[config.mk]
export PLATFORM = sky130hd
export DESIGN_NAME = gpf_cmd_framer
export DESIGN_NICKNAME = d
export VERILOG_FILES = /design/src/rtl/gpf_pkg.sv /design/src/rtl/gpf_len_decode.sv /design/src/rtl/gpf_env_file.sv /design/src/rtl/gpf_framer_core.sv /design/src/rtl/gpf_cmd_framer.sv
export SDC_FILE = /design/constraint.sdc
export NUM_CORES = 1
export LEC_CHECK = 0
export CAP_MARGIN = 5
export CORE_MARGIN = 3
export CORE_UTILIZATION = 50
export CTS_CLUSTER_SIZE = 24
export DETAILED_ROUTE_END_ITERATION = 16
export HOLD_SLACK_MARGIN = 0.15
export PLACE_DENSITY_LB_ADDON = 0.2
export SLEW_MARGIN = 30
export SYNTH_ARGS = -nofsm -noshare
export SYNTH_HDL_FRONTEND = slang
export SYNTH_SLANG_ARGS = --single-unit
[constraint.sdc]
create_clock -name clk -period 6.1 [get_ports clk]
set_clock_uncertainty 0.2 [all_clocks]
set_input_delay 1.83 -clock clk [delete_from_list [all_inputs] [get_ports clk]]
set_output_delay 1.83 -clock clk [all_outputs]
set_load 0.05 [all_outputs]
[src/rtl/gpf_pkg.sv]
package gpf_pkg;

  localparam int OP_W = 8;

  localparam logic [OP_W-1:0] OP_MEM_WRITE = 8'hA0;
  localparam logic [OP_W-1:0] OP_MEM_READ  = 8'hC0;
  localparam logic [4:0]      OP_ENV_TOP   = 5'b11100;

  typedef enum logic [1:0] {
    ST_GATHER = 2'd0,
    ST_EMIT   = 2'd1,
    ST_PIXEL  = 2'd2
  } fr_state_t;

endpackage

[src/rtl/gpf_len_decode.sv]
module gpf_len_decode #(
  parameter int LEN_W = 4
) (
  input  logic [7:0]       op,
  output logic [LEN_W-1:0] len
);

  logic [LEN_W-1:0] extra;

  always_comb begin
    extra = '0;
    case (op[7:5])
      3'd0: extra = (op == 8'h02) ? LEN_W'(2) : LEN_W'(0);
      3'd1: begin
        // bit4 = gouraud, bit3 = four corners, bit2 = textured
        case (op[4:2])
          3'd0:    extra = LEN_W'(3);
          3'd1:    extra = LEN_W'(6);
          3'd2:    extra = LEN_W'(4);
          3'd3:    extra = LEN_W'(8);
          3'd4:    extra = LEN_W'(5);
          3'd5:    extra = LEN_W'(8);
          3'd6:    extra = LEN_W'(7);
          default: extra = LEN_W'(11);
        endcase
      end
      3'd2: begin
        case (op[4:3])
          2'd0:    extra = LEN_W'(2);
          2'd3:    extra = LEN_W'(4);
          default: extra = LEN_W'(3);
        endcase
      end
      3'd3: begin
        case (op[4:2])
          3'd0:    extra = LEN_W'(2);
          3'd1:    extra = LEN_W'(3);
          3'd2:    extra = LEN_W'(1);
          3'd3:    extra = LEN_W'(0);
          3'd4:    extra = LEN_W'(1);
          3'd5:    extra = LEN_W'(2);
          3'd6:    extra = LEN_W'(1);
          default: extra = LEN_W'(2);
        endcase
      end
      3'd4:    extra = (op == 8'h80) ? LEN_W'(3) : LEN_W'(0);
      3'd5:    extra = (op == 8'hA0) ? LEN_W'(2) : LEN_W'(0);
      3'd6:    extra = (op == 8'hC0) ? LEN_W'(2) : LEN_W'(0);
      default: extra = '0;
    endcase
    len = extra + LEN_W'(1);
  end

endmodule

[src/rtl/gpf_env_file.sv]
module gpf_env_file #(
  parameter int          DATA_W     = 32,
  parameter int          N_ENV      = 8,
  parameter logic [31:0] STATUS_RST = 32'h1480_2000
) (
  input  logic                      clk,
  input  logic                      rst_n,
  input  logic                      env_we,
  input  logic [$clog2(N_ENV)-1:0]  env_sel,
  input  logic [DATA_W-1:0]         env_wdata,
  output logic [N_ENV*DATA_W-1:0]   env_flat,
  output logic [31:0]               status_word
);

  localparam int SEL_W  = $clog2(N_ENV);
  localparam int STLO_W = 13;

  logic [DATA_W-1:0] env_q [N_ENV];

  for (genvar k = 0; k < N_ENV; k++) begin : g_env
    localparam logic [7:0] TAG = 8'(8'hE0 + k);
    logic wr_en;
    assign wr_en = env_we && (env_sel == SEL_W'(k));
    always_ff @(posedge clk or negedge rst_n) begin
      if (!rst_n) begin
        env_q[k] <= {TAG, {(DATA_W-8){1'b0}}};
      end else if (wr_en) begin
        env_q[k] <= env_wdata;
      end
    end
    assign env_flat[k*DATA_W +: DATA_W] = env_q[k];
  end

  logic [STLO_W-1:0] stlo_q, stlo_d;
  logic              stlo_en;

  always_comb begin
    stlo_d  = {env_q[6][1:0], env_q[1][10:0]};
    stlo_en = (stlo_d != stlo_q);
  end

  always_ff @(posedge clk or negedge rst_n) begin
    if (!rst_n) begin
      stlo_q <= STATUS_RST[STLO_W-1:0];
    end else if (stlo_en) begin
      stlo_q <= stlo_d;
    end
  end

  assign status_word = {STATUS_RST[31:STLO_W], stlo_q};

endmodule

[src/rtl/gpf_framer_core.sv]
module gpf_framer_core
  import gpf_pkg::*;
#(
  parameter int DATA_W  = 32,
  parameter int MAX_LEN = 12,
  parameter int XW      = 10,
  parameter int YW      = 9,
  parameter int N_ENV   = 8
) (
  input  logic                      clk,
  input  logic                      rst_n,
  input  logic                      cmd_valid,
  input  logic [DATA_W-1:0]         cmd_data,
  output logic                      cmd_ready,
  input  logic [$clog2(MAX_LEN+1)-1:0] dec_len,
  output logic                      env_we,
  output logic [$clog2(N_ENV)-1:0]  env_sel,
  output logic [DATA_W-1:0]         env_wdata,
  output logic                      pkt_valid,
  output logic [7:0]                pkt_op,
  output logic [$clog2(MAX_LEN+1)-1:0] pkt_len,
  output logic [$clog2(MAX_LEN+1)-1:0] pkt_idx,
  output logic                      pkt_last,
  output logic [DATA_W-1:0]         pkt_word,
  output logic                      xfer_start,
  output logic                      xfer_is_read,
  output logic [XW-1:0]             xfer_x,
  output logic [YW-1:0]             xfer_y,
  output logic [XW:0]               xfer_w,
  output logic [YW:0]               xfer_h,
  output logic                      pix_valid,
  output logic [DATA_W-1:0]         pix_data
);

  localparam int LEN_W = $clog2(MAX_LEN + 1);
  localparam int SEL_W = $clog2(N_ENV);
  localparam int WD_W  = XW + 1;
  localparam int HT_W  = YW + 1;
  localparam int PIX_W = WD_W + HT_W;

  fr_state_t          st_q, st_d;
  logic [LEN_W-1:0]   cnt_q, cnt_d, need_q, need_d, idx_q, idx_d;
  logic [7:0]         op_q, op_d;
  logic [PIX_W-1:0]   left_q, left_d;

  logic               accept, gather_acc, first, done, is_xfer;
  logic [7:0]         cur_op;
  logic [LEN_W-1:0]   cur_need;
  logic [WD_W-1:0]    size_w;
  logic [HT_W-1:0]    size_h;
  logic [PIX_W-1:0]   area, words;
  logic               xs_load, pix_load;
  logic               xs_vld_q, pix_vld_q;

  // slot storage for one packet
  logic [DATA_W-1:0]  slot_rd [MAX_LEN];

  for (genvar k = 0; k < MAX_LEN; k++) begin : g_slot
    logic [DATA_W-1:0] slot_q;
    logic              slot_en;
    assign slot_en = gather_acc && (cnt_q == LEN_W'(k));
    always_ff @(posedge clk) begin
      if (slot_en) begin
        slot_q <= cmd_data;
      end
    end
    assign slot_rd[k] = slot_q;
  end

  always_comb begin
    accept     = cmd_valid && (st_q != ST_EMIT);
    gather_acc = accept && (st_q == ST_GATHER);
    first      = (cnt_q == '0);
    cur_op     = first ? cmd_data[DATA_W-1 -: 8] : op_q;
    cur_need   = first ? dec_len : need_q;
    done       = gather_acc && (LEN_W'(cnt_q + 1'b1) == cur_need);
    is_xfer    = (cur_op == OP_MEM_WRITE) || (cur_op == OP_MEM_READ);
    size_w     = (cmd_data[XW-1:0] == '0) ? {1'b1, {XW{1'b0}}}
                                          : {1'b0, cmd_data[XW-1:0]};
    size_h     = (cmd_data[16 +: YW] == '0) ? {1'b1, {YW{1'b0}}}
                                            : {1'b0, cmd_data[16 +: YW]};
    area       = PIX_W'(size_w) * PIX_W'(size_h);
    words      = PIX_W'((area + 1'b1) >> 1);
    xs_load    = done && is_xfer;
    pix_load   = accept && (st_q == ST_PIXEL);
  end

  always_comb begin
    env_we    = gather_acc && first && (cmd_data[DATA_W-1 -: 5] == OP_ENV_TOP);
    env_sel   = cmd_data[DATA_W-6 -: SEL_W];
    env_wdata = cmd_data;
  end

  // next state
  always_comb begin
    st_d   = st_q;
    cnt_d  = cnt_q;
    need_d = need_q;
    op_d   = op_q;
    idx_d  = idx_q;
    left_d = left_q;
    case (st_q)
      ST_GATHER: begin
        if (gather_acc) begin
          op_d   = cur_op;
          need_d = cur_need;
          if (done) begin
            cnt_d = '0;
            idx_d = '0;
            if (is_xfer) begin
              left_d = words;
              st_d   = (cur_op == OP_MEM_WRITE) ? ST_PIXEL : ST_GATHER;
            end else begin
              st_d = ST_EMIT;
            end
          end else begin
            cnt_d = LEN_W'(cnt_q + 1'b1);
          end
        end
      end
      ST_EMIT: begin
        if (idx_q == LEN_W'(need_q - 1'b1)) begin
          idx_d = '0;
          st_d  = ST_GATHER;
        end else begin
          idx_d = LEN_W'(idx_q + 1'b1);
        end
      end
      ST_PIXEL: begin
        if (accept) begin
          left_d = left_q - 1'b1;
          if (left_q == PIX_W'(1)) begin
            st_d = ST_GATHER;
          end
        end
      end
      default: st_d = ST_GATHER;
    endcase
  end

  // control registers
  always_ff @(posedge clk or negedge rst_n) begin
    if (!rst_n) begin
      st_q      <= ST_GATHER;
      cnt_q     <= '0;
      need_q    <= LEN_W'(1);
      op_q      <= '0;
      idx_q     <= '0;
      left_q    <= '0;
      xs_vld_q  <= 1'b0;
      pix_vld_q <= 1'b0;
    end else begin
      st_q      <= st_d;
      cnt_q     <= cnt_d;
      need_q    <= need_d;
      op_q      <= op_d;
      idx_q     <= idx_d;
      left_q    <= left_d;
      xs_vld_q  <= xs_load;
      pix_vld_q <= pix_load;
    end
  end

  // transfer datapath registers, loaded with enables
  always_ff @(posedge clk) begin
    if (xs_load) begin
      xfer_is_read <= (cur_op == OP_MEM_READ);
      xfer_x       <= slot_rd[1][XW-1:0];
      xfer_y       <= slot_rd[1][16 +: YW];
      xfer_w       <= size_w;
      xfer_h       <= size_h;
    end
    if (pix_load) begin
      pix_data <= cmd_data;
    end
  end

  assign cmd_ready  = (st_q != ST_EMIT);
  assign pkt_valid  = (st_q == ST_EMIT);
  assign pkt_op     = op_q;
  assign pkt_len    = need_q;
  assign pkt_idx    = idx_q;
  assign pkt_last   = pkt_valid && (idx_q == LEN_W'(need_q - 1'b1));
  assign pkt_word   = slot_rd[idx_q];
  assign xfer_start = xs_vld_q;
  assign pix_valid  = pix_vld_q;

endmodule

[src/rtl/gpf_cmd_framer.sv]
module gpf_cmd_framer #(
  parameter int DATA_W  = 32,
  parameter int MAX_LEN = 12,
  parameter int XW      = 10,
  parameter int YW      = 9,
  parameter int N_ENV   = 8
) (
  input  logic                     clk,
  input  logic                     rst_n,
  input  logic                     cmd_valid,
  input  logic [DATA_W-1:0]        cmd_data,
  output logic                     cmd_ready,
  output logic                     pkt_valid,
  output logic [7:0]               pkt_op,
  output logic [$clog2(MAX_LEN+1)-1:0] pkt_len,
  output logic [$clog2(MAX_LEN+1)-1:0] pkt_idx,
  output logic                     pkt_last,
  output logic [DATA_W-1:0]        pkt_word,
  output logic                     xfer_start,
  output logic                     xfer_is_read,
  output logic [XW-1:0]            xfer_x,
  output logic [YW-1:0]            xfer_y,
  output logic [XW:0]              xfer_w,
  output logic [YW:0]              xfer_h,
  output logic                     pix_valid,
  output logic [DATA_W-1:0]        pix_data,
  output logic [N_ENV*DATA_W-1:0]  env_regs,
  output logic [31:0]              status_word
);

  localparam int LEN_W = $clog2(MAX_LEN + 1);
  localparam int SEL_W = $clog2(N_ENV);

  logic [LEN_W-1:0]  dec_len;
  logic              env_we;
  logic [SEL_W-1:0]  env_sel;
  logic [DATA_W-1:0] env_wdata;

  gpf_len_decode #(.LEN_W(LEN_W)) u_dec (
    .op  (cmd_data[DATA_W-1 -: 8]),
    .len (dec_len)
  );

  gpf_framer_core #(
    .DATA_W(DATA_W), .MAX_LEN(MAX_LEN), .XW(XW), .YW(YW), .N_ENV(N_ENV)
  ) u_core (
    .clk          (clk),
    .rst_n        (rst_n),
    .cmd_valid    (cmd_valid),
    .cmd_data     (cmd_data),
    .cmd_ready    (cmd_ready),
    .dec_len      (dec_len),
    .env_we       (env_we),
    .env_sel      (env_sel),
    .env_wdata    (env_wdata),
    .pkt_valid    (pkt_valid),
    .pkt_op       (pkt_op),
    .pkt_len      (pkt_len),
    .pkt_idx      (pkt_idx),
    .pkt_last     (pkt_last),
    .pkt_word     (pkt_word),
    .xfer_start   (xfer_start),
    .xfer_is_read (xfer_is_read),
    .xfer_x       (xfer_x),
    .xfer_y       (xfer_y),
    .xfer_w       (xfer_w),
    .xfer_h       (xfer_h),
    .pix_valid    (pix_valid),
    .pix_data     (pix_data)
  );

  gpf_env_file #(.DATA_W(DATA_W), .N_ENV(N_ENV)) u_env (
    .clk         (clk),
    .rst_n       (rst_n),
    .env_we      (env_we),
    .env_sel     (env_sel),
    .env_wdata   (env_wdata),
    .env_flat    (env_regs),
    .status_word (status_word)
  );

endmodule

### Word-level counts from Yosys, hierarchy flattened

Cells that the tools add are included.

* equality and inequality tests: 51
* mux-type cells: 33
* order comparisons: 1
* add/subtract/negate cells: 6
* $mul: 1
* reduce and logical (&&, ||, !) cells: 44
* bitwise logic cells: 1

Operators with widths (count)
* binary-select mux 32 bit (select 4 bit): 1
* 2-to-1 mux 21 bit: 4
* 2-to-1 mux 32 bit: 2
* one-hot mux 21 bit (2 select lines): 1
* equality test 8 bit (second input constant): 5
* equality test 3 bit (second input constant): 10
* one-hot mux 4 bit (7 select lines): 1
* logical AND 1 bit: 27
* one-hot mux 4 bit (6 select lines): 1
* 2-to-1 mux 2 bit: 11
* adder 21 x 1 -> 21 bit (second input constant): 1
* equality test 21 x 1 -> 1 bit (second input constant): 1
* multiplier 11 x 10 -> 21 bit: 1
* subtractor 21 x 1 -> 21 bit (second input constant): 1
* 2-to-1 mux 4 bit: 5
* equality test 3 x 2 -> 1 bit (second input constant): 6
* equality test 4 x 3 -> 1 bit (second input constant): 4
* equality test 4 bit (second input constant): 4
* != test 13 bit: 1
* adder 4 x 1 -> 4 bit (second input constant): 3
* one-hot mux 2 bit (3 select lines): 2
* 2-to-1 mux 11 bit: 1
* logical NOT 10 bit: 1
* 2-to-1 mux 10 bit: 1
* 27 further kinds: 42

* bits of input ports: 35
* word-level logic and storage cells: 172
* flip-flop bits (word level): 771
* output and inout port bits: 414

### Logic depth before layout (Yosys ltp)

* depth after elaboration: 11
* mapped depth: 22
* depth with buffers taken out: 21

### Modules after synthesis

Synthesis repeated with hierarchy kept, for this count alone.

* cells, all modules: 2173
* area, all modules: 34239.1 um^2

Modules (own cells, without submodules)
* gpf_framer_core: sequential area each 14850.5 um^2, area each 23751.5 um^2, instances 1, cells each 1533
* gpf_env_file: sequential area each 6776.5 um^2, area each 10177.3 um^2, instances 1, cells each 598
* gpf_len_decode: sequential area each 0.0 um^2, area each 310.3 um^2, instances 1, cells each 42

### Worst setup path after synthesis

OpenSTA, ideal clock, no wires.

* kind: input to register
* start: in cmd_data[7]
* end: reg u_core.left_q[17]
* path buffers: 1
* stages: 18
* required time: 5.824 ns
* library setup time: 0.076 ns
* setup slack: -1.073 ns
* data arrival time: 6.897 ns
* cells stage by stage: or4_1 -> nor4_1 -> clkbuf_1 -> nand2_1 -> fa_1 -> inv_1 -> fa_1 -> fa_1 -> fa_1 -> ha_1 -> ha_1 -> a21oi_1 -> o21ai_0 -> a31o_2 -> o41a_1 -> and2_1 -> o31a_1 -> o21ai_1

* cells in the longest elaborated chain, start to end: 8

RTL lines
* from (decl): line gpf_cmd_framer.sv:11 `input logic [DATA_W-1:0] cmd_data,`
* logical NOT 10 bit: line gpf_framer_core.sv:78 `size_w = (cmd_data[XW-1:0] == '0) ? {1'b1, {XW{1'b0}}}`
* 2-to-1 mux 11 bit: line gpf_framer_core.sv:78
* named net u_core.size_w[10]: line gpf_framer_core.sv:49 `logic [WD_W-1:0] size_w;`
* multiplier 11 x 10 -> 21 bit: line gpf_framer_core.sv:82 `area = PIX_W'(size_w) * PIX_W'(size_h);`
* adder 21 x 1 -> 21 bit: line gpf_framer_core.sv:83 `words = PIX_W'((area + 1'b1) >> 1);`
* 2-to-1 mux 21 bit: line gpf_framer_core.sv:110 `if (is_xfer) begin`
* 2-to-1 mux 21 bit: line gpf_framer_core.sv:107 `if (done) begin`
* 2-to-1 mux 21 bit: line gpf_framer_core.sv:104 `if (gather_acc) begin`
* one-hot mux 21 bit (2 select lines): line gpf_framer_core.sv:102 `case (st_q)`
* to (signal assigned): line gpf_framer_core.sv:158 `left_q <= left_d;`
* to (decl): line gpf_framer_core.sv:44 `logic [PIX_W-1:0] left_q, left_d;`

The timed path passes the listed nets, and every way through them passes these cells. The select of a mux whose other input is x is not followed.
A chain may end at the register's enable or synchronous reset.

### Worst setup path in the final report

* start: in cmd_data[2]
* end: reg u_core.left_q[17]

* cells in the longest elaborated chain, start to end: 8

RTL lines (line)
* logical NOT 10 bit: gpf_framer_core.sv:78
* 2-to-1 mux 11 bit (*): gpf_framer_core.sv:78
* multiplier 11 x 10 -> 21 bit (*): gpf_framer_core.sv:82
* adder 21 x 1 -> 21 bit (*): gpf_framer_core.sv:83
* 2-to-1 mux 21 bit (*): gpf_framer_core.sv:110
* 2-to-1 mux 21 bit (*): gpf_framer_core.sv:107
* 2-to-1 mux 21 bit (*): gpf_framer_core.sv:104
* one-hot mux 21 bit (2 select lines) (*): gpf_framer_core.sv:102

Every way passes the cells marked *; elsewhere a longest branch is shown, timed or not. The select of a mux whose other input is x is not followed.

==> impl_results.md <==
* Sw Pwr at 5550 µW
* H-tree depth at 3
* WL met3 at 7240 µm
* Worst Max-Slew Pin Slew at 0.975 ns
* Internal at 11,200 µW
* Via Count at 20.1k
* Failing checks: negative setup slack
* Sequential share of power at 37.0%
* Top routing layer used: met4
* Sequential share of the synthesized area at 64.9%
* Pin count of the biggest net entering global routing at 135
* DRC at 0
* Total GRT Usage at 26.0%
* Final setup viols at 11
* Most common cell in the netlist: edfxtp_1
* Total power at 16,700 µW
* Crit path time final at 6.72 ns
* Final Hold Fails at 0
* Flip-flop and latch count after synthesis at 771
* Num CTS Buffers at 79
* CTS tree: done
* Placer congestion estimate at 0.857
* Iter 0 DRT Violations at 1,616
* Antenna viol nets, final at 0
* Clk sink count at 771
* Number of port buffers at 429
* Cells after DPL at 3,388
* Post-synth EDFFs at 457
* DRT Pass-1 Iters at 7
* Row cnt at 94
* Top Family by Delay on Critical Path: adder cells
* CTS root buf: clkbuf_16
* Fin crit share at 110%
* WL per Instance at 25.4 µm
* Width of the chip at 264 µm
* Mapped cell area at 0.0333 mm²
* Slowest CP cell: fa_2
* Synth Flop Type: edfxtp_1
* Avg Inst Size Synth at 15.7 µm²
* CP Cell Sequence: dlygate4sd2_1 -> or4_4 -> nor4_4 -> buf_4 -> buf_4 -> nand2_2 -> fa_1 -> inv_1 -> fa_1 -> fa_2 -> fa_2 -> ha_4 -> ha_4 -> a21oi_2 -> o21ai_2 -> a31o_2 -> o41a_1 -> and2_4 -> o31a_1 -> o21ai_1
* Worst slew margin at 34.8%
* CP endpoint kind: register
* RSZ-0062 raised after global routing: yes
* Hold_ws at 0.198 ns
* I/O pin count at 449
* Hold Crit Class: reg2reg
* Max-Cap Viols at 0
* Layout area overhead at 27.4%
* Run status: finished, violations left
* Sw frac at 33.2%
* Final nets at 2,793
* Clock power share at 28.8%
* CP peak stage delay at 0.59 ns
* Metal-1 WL at 35,500 µm
* Mapped Cells at 2,117
* Cell taking the most area after synthesis: edfxtp_1
* Top cells by area, synth: edfxtp_1, dfrtp_1, mux2_2
* Max Root-Sink Buffers at 3
* Req. time, crit path at 6.44 ns
* Slew Limit Fails at 0
* Die Area at 0.0698 mm²
* Share of layout cells above drive strength 1 at 26.6%
* Yosys warning total at 0
* PwrDens at 393 mW/mm²
* Fmax achieved at 149 MHz
* Initial Util at 50.6%
* Setup CP Type: in2reg
* Initial antenna violation count at 3
* Clk Latency, worst-skew pair at 0.64 ns
* Comb pwr share at 34.2%
* Detailed Route WL at 90,400 µm
* Layout Cells excl Fill at 3,553
* Via density at 5.67
* Synth async-reset ratio at 40.7%
* Crit-path max FO at 5
* Top cell types by occurrence after synthesis: edfxtp_1, dfrtp_1, mux2_2
* Yosys cell types at 75
* Met2 routed WL at 44,600 µm
* Die height at 264 µm
* Final worst slack at -0.619 ns
* Vias in the first global route at 21.2k
* TNS Setup at -4.95 ns
* Leak pwr at 0.0172 µW
* Top-area cell type share of the netlist area at 41.2%
* CTS clk-pin slew, worst paths at 0.06 ns
* HPWL after detailed placement at 58,400 µm
* Grt total ovfl at 0
* Worst path arrival time at 7.06 ns
* CP Launch Type: input pin
* CP bufs+invs at 4
* Peak supply drop at 0.253 mV
* First-pass GRT wire length at 136,000 µm
* Core ar. at 0.0659 mm²
-- area by class of cell --
class,count,area [µm²]
repair buffers,576,5700
inverters,114,428
clock inverters,37,394
multi-input cells,1077,11000
diodes,3,7.51
clock buffers,111,2200
fillers,4733,23400
well taps,864,1080
flip-flops and latches,771,21600
-- worst register-to-register path, stage by stage (launching register included) --
cell	delay, ns
dfrtp_1	0.43
inv_1	0.17
ha_1	0.26
nor3b_2	0.51
nand2_1	0.10
buf_4	0.23
nor3_1	0.30
nand2_1	0.25
nor2_4	0.27
buf_4	0.47
mux2_2	0.43
-- through the flow --
| stage | area, µm² | utilization, % | worst slack, ns |
|---|---|---|---|
| after floorplan | 33600 | - | -0.752 |
| final | 42500 | 64.5 | -0.619 |
| after global routing | 42500 | 64.5 | -0.842 |
| after global placement | 39400 | 59.8 | -1.45 |
| after CTS | 42200 | 64.1 | -0.801 |
| after detailed placement | 39400 | 59.8 | -1.57 |
-- path summary, 6_finish.rpt --
check | from | to | slack [ns] | cells past startpoint
max | cmd_data[2] | u_core.left_q[17]$_DFFE_PN0P_ | -0.62 | 20
min | u_env.env_flat[38]$_DFFE_PN0P_ | u_env.stlo_q[6]$_DFFE_PN0P_ | 0.20 | 0
max reg2reg | u_core.cnt_q[0]$_DFFE_PN0P_ | u_env.env_flat[243]$_DFFE_PN0P_ | 2.36 | 10
min reg2reg | u_env.env_flat[38]$_DFFE_PN0P_ | u_env.stlo_q[6]$_DFFE_PN0P_ | 0.20 | 0
max in group asynchronous | rst_n | u_env.env_flat[137]$_DFFE_PN0P_ | 3.42 | 2
min in group asynchronous | rst_n | u_core.pkt_idx[1]$_DFFE_PN0P_ | 1.05 | 1
-- logic make-up after synthesis --
logic type,count (synthesis),share of synthesized area [%]
xor+xnor,28,0.736
flops,771,64.9
simple gates,354,5.76
other cells,2,0.0225
compound gates,203,3.83
buf+inv,286,3.57
fa+ha+maj,139,6.79
mux,334,14.4
-- cell usage in the layout, fill, tap and decap left out, drive strengths merged, types with 19 or more instances in the layout --
cell             n
a21oi           44
and2            85
buf            151
clkbuf         112
clkdlybuf4s50  409
clkinv          22
conb            19
dfrtp          277
dfstp           37
edfxtp         457
fa              70
ha              69
inv            119
mux2           204
mux2i           34
mux4            96
nand2           97
nand2b          32
nor2            37
o21ai           54
o22ai           40
or2             19
-- routing by layer --
layer  track usage (%)  vias to the layer above
met3              6.05                      148
li1                  -                     8662
met5                 0                        -
met1              34.4                    10500
met2              42.8                      789
met4              8.77                        0
-- registers in the layout, summed over array words and instances (netlist names) --
register,cells
u_core.left_q,21
u_core.xfer_y,9
u_core.pkt_op,8
u_core.xfer_is_read,1
u_env.env_flat,256
u_env.stlo_q,13
u_core.st_q,2
u_core.pix_data,32
u_core.cnt_q,4
u_core.xfer_x,10
u_core.xfer_h,10
u_core.xfer_w,11
u_core.pix_valid,1
u_core.xfer_start,1
u_core.pkt_len,4
u_core.g_slot.slot_q,384
u_core.pkt_idx,4
-- power by group through the flow --
stage / registers, µW / logic (µW) / clock network, µW
after floorplan: 6300 / 3490 / 0
after global placement: 6250 / 5250 / 0
after detailed placement: 6270 / 5320 / 0
after CTS: 6170 / 5510 / 4900
after global routing: 6210 / 6120 / 5120
final: 6170 / 5720 / 4810
-- what timing repair did --
action	CTS	global route
setup endpoints to repair	14	14
hold buffers	0	0
pin swaps	33	57
gates cloned	2	0
buffers inserted	7	8
gates resized for setup	49	53
Power figures use the tool's default switching activity.
